<file path="config.mk">
export PLATFORM = sky130hd
export DESIGN_NAME = crc8_stream_check
export DESIGN_NICKNAME = d
export VERILOG_FILES = /design/src/rtl/crc8_pkg.sv /design/src/rtl/crc8_lfsr_step.sv /design/src/rtl/crc8_acc_reg.sv /design/src/rtl/crc8_stream_check.sv
export SDC_FILE = /design/constraint.sdc
export NUM_CORES = 1
export LEC_CHECK = 0
export CORE_MARGIN = 3
export CORE_UTILIZATION = 40
export DETAILED_ROUTE_END_ITERATION = 16
export DONT_BUFFER_PORTS = 1
export PLACE_DENSITY = 0.51
export SKIP_LAST_GASP = 1
export SLEW_MARGIN = 20
export SYNTH_ARGS = -nofsm -noshare
export SYNTH_HDL_FRONTEND = slang
export SYNTH_SLANG_ARGS = --single-unit
</file>
<file path="constraint.sdc">
create_clock -name clk -period 2.1 [get_ports clk]
set_clock_uncertainty 0.05 [all_clocks]
set_input_delay 0.105 -clock clk [delete_from_list [all_inputs] [get_ports clk]]
set_output_delay 0.105 -clock clk [all_outputs]
set_load 0.02 [all_outputs]
</file>
<file path="src/rtl/crc8_pkg.sv">
package crc8_pkg;
  localparam int CRC_W = 8;
  localparam logic [CRC_W-1:0] CRC_POLY = 8'h8C;
  localparam logic [CRC_W-1:0] CRC_SEED = 8'h00;
  typedef logic [CRC_W-1:0] crc_t;
endpackage

</file>
<file path="src/rtl/crc8_lfsr_step.sv">
// Combinational byte step: unrolled reflected LFSR, LSB of data first.
module crc8_lfsr_step #(
  parameter int          W    = 8,
  parameter int          DW   = 8,
  parameter logic [W-1:0] POLY = 8'h8C
) (
  input  logic [W-1:0]  crc_i,
  input  logic [DW-1:0] data_i,
  output logic [W-1:0]  crc_o
);
  logic [W-1:0] stage [DW+1];

  assign stage[0] = crc_i;

  for (genvar i = 0; i < DW; i++) begin : g_bit
    logic fb;
    assign fb = stage[i][0] ^ data_i[i];
    assign stage[i+1] = (stage[i] >> 1) ^ (fb ? POLY : '0);
  end

  assign crc_o = stage[DW];
endmodule

</file>
<file path="src/rtl/crc8_acc_reg.sv">
// Holds the running CRC and the "message started" flag.
module crc8_acc_reg #(
  parameter int           W    = 8,
  parameter logic [W-1:0] SEED = '0
) (
  input  logic         clk,
  input  logic         rst_n,
  input  logic         clr,
  input  logic         take,
  input  logic [W-1:0] next_crc,
  output logic [W-1:0] crc_q,
  output logic         started_q
);
  always_ff @(posedge clk or negedge rst_n) begin
    if (!rst_n) begin
      crc_q     <= SEED;
      started_q <= 1'b0;
    end else if (take) begin
      crc_q     <= next_crc;
      started_q <= 1'b1;
    end else if (clr) begin
      crc_q     <= SEED;
      started_q <= 1'b0;
    end
  end

  // nothing offered and no clear -> state holds
  a_r3_hold: assert property (@(posedge clk) disable iff (!rst_n)
    (!take && !clr) |=> ($stable(crc_q) && $stable(started_q)));

  // clear-only cycle returns to seed
  a_r4_clear: assert property (@(posedge clk) disable iff (!rst_n)
    (clr && !take) |=> (crc_q == SEED && !started_q));

  // an accepted byte always marks the message as started
  a_r6_started: assert property (@(posedge clk) disable iff (!rst_n)
    take |=> started_q);
endmodule

</file>
<file path="src/rtl/crc8_stream_check.sv">
module crc8_stream_check
  import crc8_pkg::*;
#(
  parameter int   W    = CRC_W,
  parameter crc_t POLY = CRC_POLY,
  parameter crc_t SEED = CRC_SEED
) (
  input  logic         clk,
  input  logic         rst_n,
  input  logic         clr,
  input  logic         in_valid,
  output logic         in_ready,
  input  logic [W-1:0] in_data,
  output logic [W-1:0] crc_out,
  output logic         check_ok
);
  logic [W-1:0] base_crc;
  logic [W-1:0] step_crc;
  logic         take;
  logic         started;

  assign in_ready = 1'b1;
  assign take     = in_valid && in_ready;

  // a same-cycle clear makes the step start from the seed
  assign base_crc = clr ? SEED : crc_out;

  crc8_lfsr_step #(.W(W), .DW(W), .POLY(POLY)) u_step (
    .crc_i  (base_crc),
    .data_i (in_data),
    .crc_o  (step_crc)
  );

  crc8_acc_reg #(.W(W), .SEED(SEED)) u_reg (
    .clk       (clk),
    .rst_n     (rst_n),
    .clr       (clr),
    .take      (take),
    .next_crc  (step_crc),
    .crc_q     (crc_out),
    .started_q (started)
  );

  assign check_ok = started && (crc_out == '0);

  // pass flag never high with a non-zero register
  a_r6_ok_zero: assert property (@(posedge clk) disable iff (!rst_n)
    check_ok |-> (crc_out == '0));

  // every offered byte is accepted
  a_r7_accept: assert property (@(posedge clk) disable iff (!rst_n)
    in_valid |-> in_ready);
endmodule

</file>
==> results.md, run 1 <==
Worst setup path:
- The required time of the critical path is 1.95 ns.
- The endpoint class of the critical path is a primary output.
- Walking the worst path, the cells encountered are buf_4 > nor4_1 > nand3b_1 > nor4_1 > buf_4.
- Data arrives at the worst endpoint at 1.62 ns.
- On the worst path, the slowest cell contributes a delay of 0.39 ns.
- In this run the worst path has a maximum fanout of 4.
- The critical setup path kind is flip-flop to primary output.
- The library cell contributing the largest single delay on the critical path is sky130_fd_sc_hd__dfrtp_1.
- The kind of start point of the critical path is a flip-flop.

Synthesis:
- For this run, asynchronously set or reset flops after synthesis account for 100%.
- The net count after synthesis is 84.
- Synthesis instantiated 23 different standard cells from the library.
- Of the post-synthesis cell area, the part taken by muxes is 1.47%.
- The warning count from the yosys run is 0.
- After Yosys synthesis, and, or, nand and nor cells account for 17.1% of the synthesized area.
- The summed instance area of the synthesized netlist is 679 um^2.
- The proportion of synthesized chip area in sequential cells is 33.1%.
- The number of instances in the synthesized netlist is 72.
- Ranked by total cell area, the synthesized netlist is headed by sky130_fd_sc_hd__dfrtp_1 33%, sky130_fd_sc_hd__xnor2_1 24%, sky130_fd_sc_hd__xnor2_2 7.2%.
- Dividing the synthesized area by the synthesized cell count gives 9.44 um^2.
- The most common cell in the synthesized netlist is sky130_fd_sc_hd__xnor2_1.
- The top cell type by area accounts for 33.1% of the synthesized area.
- The synthesized netlist devotes 9.02% of its cell area to compound gates.
- The biggest area contributor in the post-synthesis netlist is sky130_fd_sc_hd__dfrtp_1.
- By count the netlist is led by 19 x sky130_fd_sc_hd__xnor2_1, 9 x sky130_fd_sc_hd__dfrtp_1, 9 x sky130_fd_sc_hd__nand2_1, 6 x sky130_fd_sc_hd__nor2_1, 3 x sky130_fd_sc_hd__xnor2_2.
- After synthesis, the largest family of logic cells by area is XOR/XNOR gates.
- For this run, the leading register cell type out of synthesis is sky130_fd_sc_hd__dfrtp_1.
- The xor-xnor portion of the synthesized cell area is 34.3%.
- The number of enable flip-flop cells after synthesis is 0.
- The synthesized design contains 9 register bits.
- The arithmetic-cell share of the synthesized area counting full adders, half adders and majority gates is 0%.

Cells and area:
- The non-filler instance count after layout is 98.
- The final layout contains 95 nets.
- The number of antenna diodes is 0.
- Of the cells placed in the final design, the portion with a size suffix greater than 1 is 17.1%.
- From synthesis to final layout, the design area changed by 14.9%.

Timing:
- The shortest clock period the worst path allows after layout is 1.78 ns.
- For this run, the top clock speed supported by timing is 0.562 GHz.
- Setup violations remaining at the end of the flow were counted as 0.
- For the final routed database, the setup TNS stands at 0 ns.
- Setup repair after global routing left no endpoint under its margin.
- The share of the cycle needed by the critical path after routing is 84.7%.
- The final number of max-transition violations is 0.
- The final count of hold timing violations came to 0.

Detailed routing:
- After detailed routing, the average wire length per cell comes to 15.6 um.
- The detail route stage leaves a number of antenna-violating nets equal to 0.
- Across all layers, the routed design uses 510 vias.
- The number of detailed-route iterations in the first pass is 4.
- Summed over all layers, the routed wires come to 1530 um.
- The number of remaining DRC errors is 0.
- The via count normalized by instance count is 5.20.
- The iteration-0 DRC count of the detailed router is 3.

Global routing:
- Global routing used 16.6% of the available tracks.
- The first global-routing pass estimated 2420 um of wire.
- Entering global routing, the biggest net connects 13 pins.
- The number of antenna violations at the first check in global routing is 0.
- The total congestion overflow after global routing is 0.
- The via count of the first global-routing pass came to 514.

Clocking:
- TritonCTS built the clock tree.
- The clock latency on the worst-skew pair is 0.28 ns.
- In this run the number of H-tree levels came out at 1.
- The clock slew at the register clock pins of the worst setup and hold paths is 0.07 ns.
- The root buffer cell is sky130_fd_sc_hd__clkbuf_4.
- Post-CTS timing repair inserted 0 buffers for setup.
- The hold-fix buffer count after cts is 4.
- The number of buffers between clock root and the deepest sink is 2.
- Counting every sink on the clock net gives 9.
- The number of buffers added by the clock tree synthesis step is 3.
- The number of gates given a new drive strength after cts is 0.

Place:
- After legalization and detailed placement, the total HPWL measured 1080 um.
- The routability congestion estimate is 0.760.
- Buffers placed on the I/O ports in this run total 0.
- The number of cells after detailed placement is 90.

Status:
- The run finished with clean final reports.

Floorplanning:
- The overall die area is 2230 um^2.
- Once the floorplan was initialized, standard cells occupied 43.6% of the core.
- The horizontal extent of the die is 47.2 um.
- The height of the die is 47.2 um.
- The floorplan core area is 1560 um^2.
- In this run the core area contains 14 standard-cell rows.
- In this run the count of I/O pins placed on the die edge is 22.

Power:
- The reported leakage power is 0.324 nW.
- The power density over the cells is 1580 nW/um^2.
- Across the VDD grid, the largest voltage drop is 0.000605 V.

Run:
- Across the run, the number of max-cap violations was 0.

Hold path:
- In this run the worst hold path is classified as input port to flip-flop.
## through the flow
stage / power, mW / setup slack [ns] / area, um^2 / util, % / hold slack [ns]
6_report: 1.23 / 0.321 / 781 / 50.1 / 0.0183
5_1_grt: 1.33 / 0.157 / 781 / 50.1 / 0.0261
4_1_cts: 1.25 / 0.291 / 781 / 50.1 / 0.00954
3_5_place_dp: 1.07 / 0.395 / 714 / 45.8 / -0.240
3_3_place_gp: 1.08 / 0.359 / 714 / 45.8 / -0.240
2_1_floorplan: 0.941 / 0.460 / 679 / - / -0.241
## state kept, by name (all words and copies together) (netlist names)
name and count:
u_reg.crc_q 8, u_reg.started_q 1
## area by class of cell
cell class              instances  area (um^2)
well taps                      16         20.0
multi-input cells              58          424
fillers                       151          778
repair buffers                  9         77.6
clock buffers                   4         26.3
flip-flops and latches          9          225
inverters                       2         7.51
## where the power goes
part	total (mW)	switching, mW	internal (mW)
Combinational	0.701	0.337	0.364
Sequential	0.387	0.140	0.247
Clock	0.147	0.0732	0.0738
Total	1.23	0.550	0.685
## worst max-delay path, delay by kind of cell (launching register included)
family	cells	cell delay (ns)
and+or+nand+nor	3	0.58
DFF	1	0.39
buffers and inverters	2	0.37
## path summary, 6_finish.rpt
check | from | endpoint | slack [ns] | depth (start not counted)
hold / removal | in_data[1] | u_reg.crc_q[5] | 0.02 | 2
setup / recovery | u_reg.crc_q[4] | check_ok | 0.32 | 5
min in group asynchronous | rst_n | u_reg.crc_q[0] | 0.15 | 1
setup reg to reg | u_reg.crc_q[0] | u_reg.crc_q[3] | 0.37 | 6
max in group asynchronous | rst_n | u_reg.crc_q[3] | 1.54 | 1
hold reg to reg | u_reg.started_q | u_reg.started_q | 0.45 | 1
## logic make-up after synthesis
group	Yosys count
buf+inv	5
xor+xnor	24
compound gates	10
other cells	1
mux	1
simple gates	22
flops	9
## layout by cell type, fill, tap and decap left out, types with 3 or more instances in the layout
cell type                       Yosys  routed
sky130_fd_sc_hd__nor2_1             6       6
sky130_fd_sc_hd__xnor2_2            3       3
sky130_fd_sc_hd__xnor2_1           19      19
sky130_fd_sc_hd__clkbuf_4           0       3
sky130_fd_sc_hd__buf_4              1       5
sky130_fd_sc_hd__dfrtp_1            9       9
sky130_fd_sc_hd__nand2_1            9       9
sky130_fd_sc_hd__dlygate4sd3_1      0       4
## routing by layer
layer  track usage [%]  part of all wire [%]  vias to the layer above
met5                 0                     0                        -
met4              8.29                   2.4                        0
met3              9.20                   9.8                        4
met2              25.2                    46                       18
met1              18.8                    42                      236
li1                  -                     -                      252
(Power assumes the default switching activity.)
==> run 2, diff against run 1 <==
- clock period: 2.1 -> 1.7 ns (I/O delays scaled with it)
==> results.md, run 2 (synthesis gave the netlist of run 1 again) <==
Global routing:
- The via count of the first global-routing pass was 505 (-1.8%).
- The combined global-route utilization of all metal layers is 16.7% (+0.12 points).
- The global-route wire length before repair is 2420 um (unchanged).
- The total congestion overflow after global routing is 0 (unchanged).
- The largest net degree at the start of global routing came to 13 (unchanged).
- The number of antenna violations at the first check in global routing is 0 (unchanged).

Detailed routing:
- The number of remaining DRC errors is 0 (unchanged).
- The iteration-0 DRC count of the detailed router is 13 (+10).
- The via count normalized by instance count came to 5.43 (+4.4%).
- The final antenna-violating net count is 0 (unchanged).
- The vias after detailed routing came to 554 (+8.6%).
- The number of detailed-route iterations in the first pass is 3 (-1).
- The wire length reported by the detailed router is 1630 um (+6.5%).
- The average wire per standard cell came to 16.0 um (+2.3%).

Clocking:
- The clock slew at the register clock pins of the worst setup and hold paths is 0.07 ns (about the same).
- The total clock sinks is 9 (unchanged).
- CTS placed an instance of sky130_fd_sc_hd__clkbuf_4 at the clock tree root.
- The number of buffers added for setup after CTS is 0 (unchanged).
- The number of buffers between clock root and the deepest sink is 2 (unchanged).
- The H-tree level count is 1 (unchanged).
- The number of buffers added by the clock tree synthesis step came to 3 (unchanged).
- TritonCTS built the clock tree.
- The clock latency on the worst-skew pair is 0.26 ns (-0.02 ns).

Timing:
- Based on the critical path, the design can be clocked at up to 0.622 GHz.
- The share of the cycle needed by the critical path after routing is 94.6%.
- The final hold slack is 0.0309 ns (+0.0126 ns).
- The final count of hold timing violations is 0 (unchanged).
- The shortest clock period the worst path allows after layout is 1.61 ns.
- The setup violation total in the final timing report is 0 (unchanged).
- The final number of max-transition violations was 0 (unchanged).

Place:
- The number of cells after detailed placement is 94 (+4.4%).
- The HPWL after detailed placement came to 1120 um (+3.6%).
- The count of input and output buffers is 0 (unchanged).
- The routability congestion estimate is 0.789 (+3.8%).

Hold path:
- The worst min-delay path class is input port to flip-flop.

Floorplanning:
- The height of the die was 47.2 um (unchanged).
- The horizontal extent of the die is 47.2 um (unchanged).
- The initial cell density of the core is 43.6% (unchanged).
- The overall die area is 2230 um^2 (unchanged).
- The number of placement rows is 14 (unchanged).
- The number of I/O pins is 22 (unchanged).
- The floorplan core area is 1560 um^2 (unchanged).

Cells and area:
- The final net count was 99 (+4.2%).
- The proportion of layout cells with a drive suffix above 1 came to 24.4% (+7.3 points).
- The library cell used most frequently in the layout, excluding fill and tap cells, is sky130_fd_sc_hd__xnor2_1.
- The number of inserted filler cells in the final layout is 146 (-3.3%).
- The area growth from synthesis to layout is 21.5%.
- The largest registers in the layout are u_reg.crc_q: 8 flops, u_reg.started_q: 1 flops.
- The top cell types in the final layout, fill and taps aside, are 18 x sky130_fd_sc_hd__xnor2_1, 9 x sky130_fd_sc_hd__nand2_1, 9 x sky130_fd_sc_hd__buf_4.
- u_reg.crc_q holds more flip-flops than any other register.
- The flip-flop count of the largest register, all copies and words added is 8 (unchanged).
- The number of antenna diodes is 0 (unchanged).
- The non-filler instance count after layout is 102 (+4.1%).

Worst setup path:
- The peak fanout along the critical path is 4 (unchanged).
- STA classifies the critical path endpoint as a flip-flop.
- The required time of the critical path is 1.79 ns (-0.16 ns).
- The critical setup path kind is flip-flop to flip-flop.
- The worst setup path is launched from a flip-flop.
- The critical path data arrival time is 1.70 ns (+0.08 ns).

Run:
- The reported max-cap violation count is 0 (unchanged).

Status:
- The run finished with clean final reports.

Power:
- The maximum vdd ir drop is 0.000908 V (+50%).
- The power density over the cells is 1970 nW/um^2 (+25%).
- The reported leakage power came to 0.349 nW (+7.7%).
[run 2: changes by cell type in the layout (fill, tap and decap cells not counted)]
cell	previous run	this run
sky130_fd_sc_hd__buf_4	5	9
sky130_fd_sc_hd__dfrtp_1	9	8
sky130_fd_sc_hd__dfrtp_2	0	1
sky130_fd_sc_hd__nor4_1	2	1
sky130_fd_sc_hd__nor4_2	0	1
sky130_fd_sc_hd__xnor2_1	19	18
sky130_fd_sc_hd__xnor2_2	3	4
[run 2: worst max-delay path, stage by stage, from the launching register on]
cell and delay, ns:
sky130_fd_sc_hd__dfrtp_2 0.44, sky130_fd_sc_hd__xnor2_1 0.14, sky130_fd_sc_hd__nor2_1 0.06, sky130_fd_sc_hd__xnor2_1 0.35, sky130_fd_sc_hd__xnor2_1 0.15, sky130_fd_sc_hd__a31oi_1 0.19
sky130_fd_sc_hd__o22ai_1 0.10
[run 2: repair_timing]
item                       CTS  global route
hold endpoints to repair    17             0
hold buffers                 4             0
resized for setup            0             3
setup endpoints to repair    0             4
[run 2: layer usage]
metal / wire, um / vias up / global-route usage, % / share of wire (%)
li1: - / 262 / - / -
met1: 682 / 261 / 19.8 / 42
met2: 721 / 23 / 23.6 / 44
met3: 171 / 8 / 9.96 / 10
met4: 56 / 0 / 8.84 / 3.4
met5: 0 / - / 0 / 0
[run 2: layout make-up]
type	count	area, um^2	share of cell area, %
inverter	2	7.51	0.909
multi-input combinational	58	438	53.0
timing repair buffer	13	108	13.0
tap	16	20.0	2.42
sequential	9	226	27.4
clock buffer	4	26.3	3.18
[run 2: where the power goes]
group	total (mW)	leakage, nW	internal (mW)	switching [mW]
combinational	1.03	0.223	0.517	0.513
sequential	0.427	0.110	0.309	0.118
clock	0.174	0.0150	0.0908	0.0827
[run 2: metrics by stage]
| step | power (mW) | utilization, % | area (um^2) | worst slack [ns] | TNS, ns |
|---|---|---|---|---|---|
| after floorplan | 1.16 | - | 679 | 0.0799 | 0 |
| after global routing | 1.75 | 53.0 | 826 | -0.0159 | -0.0159 |
| final | 1.63 | 53.0 | 826 | 0.0914 | 0 |
| after detailed placement | 1.40 | 47.8 | 744 | 0.0663 | 0 |
| after global placement | 1.41 | 47.8 | 744 | 0.0694 | 0 |
| after CTS | 1.61 | 52.0 | 811 | 0.0262 | 0 |
[run 2: worst paths after layout]
| kind | cells after the start | slack (ns) | to | startpoint |
|---|---|---|---|---|
| setup / recovery | 6 | 0.09 | u_reg.crc_q[5] | u_reg.crc_q[2] |
| setup reg to reg | 6 | 0.09 | u_reg.crc_q[5] | u_reg.crc_q[2] |
| max in group asynchronous | 1 | 1.13 | u_reg.crc_q[2] | rst_n |
| hold / removal | 2 | 0.03 | u_reg.crc_q[5] | in_data[1] |
| hold reg to reg | 1 | 0.44 | u_reg.started_q | u_reg.started_q |
| min in group asynchronous | 1 | 0.14 | u_reg.crc_q[6] | rst_n |
==> run 3, diff against run 2 <==
- SYNTH_HIERARCHICAL: default -> 1
- clock period: 1.7 -> 1.75 ns (I/O delays scaled with it)
==> results.md, run 3 <==
Status:
- The run finished with clean final reports.

Place:
- The setup slack after placement is 0.0267 ns (-0.0396 ns).
- The cell area after placement is 801 um^2 (+7.6%).
- The routability congestion estimate came to 0.728 (-7.7%).
- The count of input and output buffers is 0 (unchanged).

Detailed routing:
- The number of remaining DRC errors is 0 (unchanged).
- The average wire per standard cell is 16.4 um (+2.6%).
- The iteration-0 DRC count of the detailed router is 2 (-11).
- The final antenna-violating net count came to 0 (unchanged).
- The via count normalized by instance count was 5.26 (-3.1%).
- The wire length reported by the detailed router is 1490 um (-8.5%).
- The number of detailed-route iterations in the first pass is 3 (unchanged).
- The vias after detailed routing is 479 (-14%).

Timing:
- The sum of negative setup slack came to 0 ns (unchanged).
- The worst path needs 1.75 ns of the cycle, external delays included.
- Setup repair after global routing could not meet its margin everywhere.
- The final number of max-transition violations is 0 (unchanged).
- The final count of hold timing violations is 0 (unchanged).
- The setup violation total in the final timing report is 0 (unchanged).
- The final hold slack is 0.0202 ns (-0.0107 ns).
- The final setup slack of the worst path is 0.00296 ns (-0.0885 ns).
- The worst path uses 99.8% of the clock period.
- The maximum clock rate is 0.572 GHz.

Worst setup path:
- STA classifies the critical path startpoint as a flip-flop.
- The reg-to-reg setup timing slack is 0.03 ns (-0.06 ns).
- The required time of the critical path came to 1.61 ns (-0.18 ns).
- The endpoint class of the critical path is a primary output.
- The worst setup path is of the flip-flop to primary output kind.
- The critical path data arrival time is 1.61 ns (-0.09 ns).
- The largest stage delay on the critical path is 0.51 ns (+0.07 ns).
- The largest individual stage delay along the critical path comes from the cell sky130_fd_sc_hd__or4b_4.
- The launching point of the worst reg2reg path is u_reg/crc_q[6].
- Walking the worst path, the cells encountered are buf_6 > or4b_4 > nor4_2 > buf_4.
- In this run the worst setup path begins at u_reg/crc_q[7].
- The peak fanout along the critical path is 3 (-1).

Global routing:
- The global-route wire length before repair is 2420 um (unchanged).
- The combined global-route utilization of all metal layers is 15.7% (-1.0 points).
- The total congestion overflow after global routing was 0 (unchanged).
- The largest net degree at the start of global routing was 11 (-2).
- The via count of the first global-routing pass is 532 (+5.3%).
- The number of antenna violations at the first check in global routing is 0 (unchanged).

Cells and area:
- From synthesis to final layout, the design area changed by 28.4%.
- The flip-flop count of the largest register, all copies and words added is 8 (unchanged).
- Leaving out fill and tap cells, the most frequent cells in the layout are 12 x sky130_fd_sc_hd__buf_4, 11 x sky130_fd_sc_hd__xnor2_1, 8 x sky130_fd_sc_hd__a22o_1.
- The final net count came to 88 (-11%).
- The largest registers in the layout are u_reg/crc_q: 8 flops, u_reg/started_q: 1 flops.
- More flip-flops sit in one register than any other, and that register is u_reg/crc_q.
- The final core utilization is 56.7% (+3.8 points).
- The total non-filler cell area in the finished layout is 895 um^2 (+8.3%).
- The number of antenna diodes was 0 (unchanged).
- The number of inserted filler cells in the final layout was 139 (-4.8%).
- The commonest non-fill, non-tap cell in the layout is sky130_fd_sc_hd__buf_4.
- The proportion of layout cells with a drive suffix above 1 is 49.3% (+25 points).

Synthesis:
- The share of synthesized registers carrying an async set or reset is 100% (unchanged).
- By count the netlist is led by 13 x sky130_fd_sc_hd__xnor2_1, 9 x sky130_fd_sc_hd__dfrtp_1, 8 x sky130_fd_sc_hd__a22o_1, 8 x sky130_fd_sc_hd__nor2b_1.
- The number of distinct library cells after synthesis is 16 (-30%).
- Of all cell types, the one taking the most synthesized area is sky130_fd_sc_hd__dfrtp_1.
- The number of enable flip-flop cells after synthesis came to 0 (unchanged).
- sky130_fd_sc_hd__xnor2_1 is the most common cell in the netlist.
- The post-synthesis register bit count came to 9 (unchanged).
- By area the synthesized netlist is led by sky130_fd_sc_hd__dfrtp_1 32%, sky130_fd_sc_hd__xnor2_1 16%, sky130_fd_sc_hd__a22o_1 10%.
- The proportion of synthesized chip area in sequential cells is 32.3% (-0.83 points).
- The number of instances in the synthesized netlist is 60 (-17%).
- The portion of synthesized cell area occupied by the leading cell type came to 32.3% (-0.83 points).
- The commonest register cell after synthesis is sky130_fd_sc_hd__dfrtp_1.
- The warning count from the yosys run is 6 (+6).
- The average instance area after synthesis is 11.6 um^2 (+23%).
- The net count after synthesis is 72 (-14%).
- The summed instance area of the synthesized netlist was 697 um^2 (+2.6%).

Floorplanning:
- The number of placement rows is 14 (unchanged).
- The height of the die came to 47.7 um (+1.1%).
- The overall die area is 2280 um^2 (+2.3%).
- The number of I/O pins is 22 (unchanged).
- The initial cell density of the core came to 44.2% (+0.63 points).
- The floorplan core area is 1580 um^2 (+1.1%).
- The horizontal extent of the die is 47.7 um (+1.1%).

Hold path:
- In this run the worst hold path is classified as input port to flip-flop.
- In this run the most critical hold path is launched from in_valid.

Clocking:
- In this run the clock root is driven by a sky130_fd_sc_hd__clkbuf_4.
- The clock slew at the register clock pins of the worst setup and hold paths is 0.07 ns (about the same).
- The total clock sinks is 9 (unchanged).
- The number of buffers added by the clock tree synthesis step is 3 (unchanged).
- The clock latency on the worst-skew pair is 0.26 ns (about the same).
- The number of buffers between clock root and the deepest sink is 2 (unchanged).
- The H-tree level count is 1 (unchanged).
- The TritonCTS clock tree is yes.

Power:
- The maximum vdd ir drop is 0.000930 V (+2.4%).
- The reported leakage power is 0.394 nW (+13%).
- The power density over the cells came to 1810 nW/um^2 (-8.3%).

Run:
- The reported max-cap violation count is 0 (unchanged).
run 3: cell count changes after synthesis, sizes merged, moves of 2 or more:
cell / change
a22o: +8
a31oi: -2
buf: +4
nand2: -9
nor2: -5
nor2b: +5
o21ai: -4
o22ai: -2
xnor2: -7
xnor3: +2
xor2: +3
run 3: area by class of cell:
cell class	instances	area [um^2]	share of cell area, %
multi-input cells	44	473	52.9
well taps	16	20.0	2.24
repair buffers	17	141	15.8
flip-flops and latches	9	230	25.7
clock buffers	4	26.3	2.94
inverters	1	3.75	0.420
run 3: repair_timing:
action / CTS / global route
pin swaps: 1 / 2
endpoints found under the setup margin: 1 / 5
hold buffers: 3 / 1
resized for setup: 2 / 2
setup buffers: 0 / 1
endpoints found under the hold margin: 18 / 1
run 3: metal layers:
layer / vias to the layer above / wire length, um / track usage, %
met5: - / 0 / 0
met3: 2 / 124 / 6.39
met1: 228 / 652 / 19.2
met2: 19 / 709 / 24.3
li1: 230 / - / -
met4: 0 / 8 / 6.45
run 3: critical path: cells and delay by family, from the launching register on:
family,cells,cell delay (ns)
buf+inv,2,0.32
flops,1,0.38
simple gates,2,0.65
run 3: metrics by stage:
stage	power, mW	instances
global placement	1.39	82
finish	1.62	91
global route	1.74	91
CTS	1.61	89
floorplan	1.25	60
detailed placement	1.40	82
run 3: final timing paths:
kind | to | cells past startpoint
worst max-delay path | check_ok | 4
worst min-delay path | u_reg/crc_q[5] | 2
worst max register to register | u_reg/crc_q[1] | 5
worst min register to register | u_reg/crc_q[0] | 1
max in group asynchronous | u_reg/crc_q[1] | 1
min in group asynchronous | u_reg/crc_q[4] | 1
run 3: cells by family (layout without fill, tap and decap cells):
logic type | count (synthesis) | in the layout | share of synthesized area (%)
and+or+nand+nor | 12 | 12 | 14.2
other | 1 | 1 | 0.538
xor gates and xnor gates | 22 | 22 | 34.1
DFF | 9 | 9 | 32.3
AOI/OAI and AO/OA | 9 | 9 | 11.3
buffers and inverters | 7 | 22 | 7.54
run 3: where the power goes:
part | internal (mW) | switching, mW | leakage (nW)
sequential | 0.307 | 0.0606 | 0.107
clock | 0.0880 | 0.0763 | 0.0150
combinational | 0.602 | 0.487 | 0.272
total | 0.997 | 0.624 | 0.394
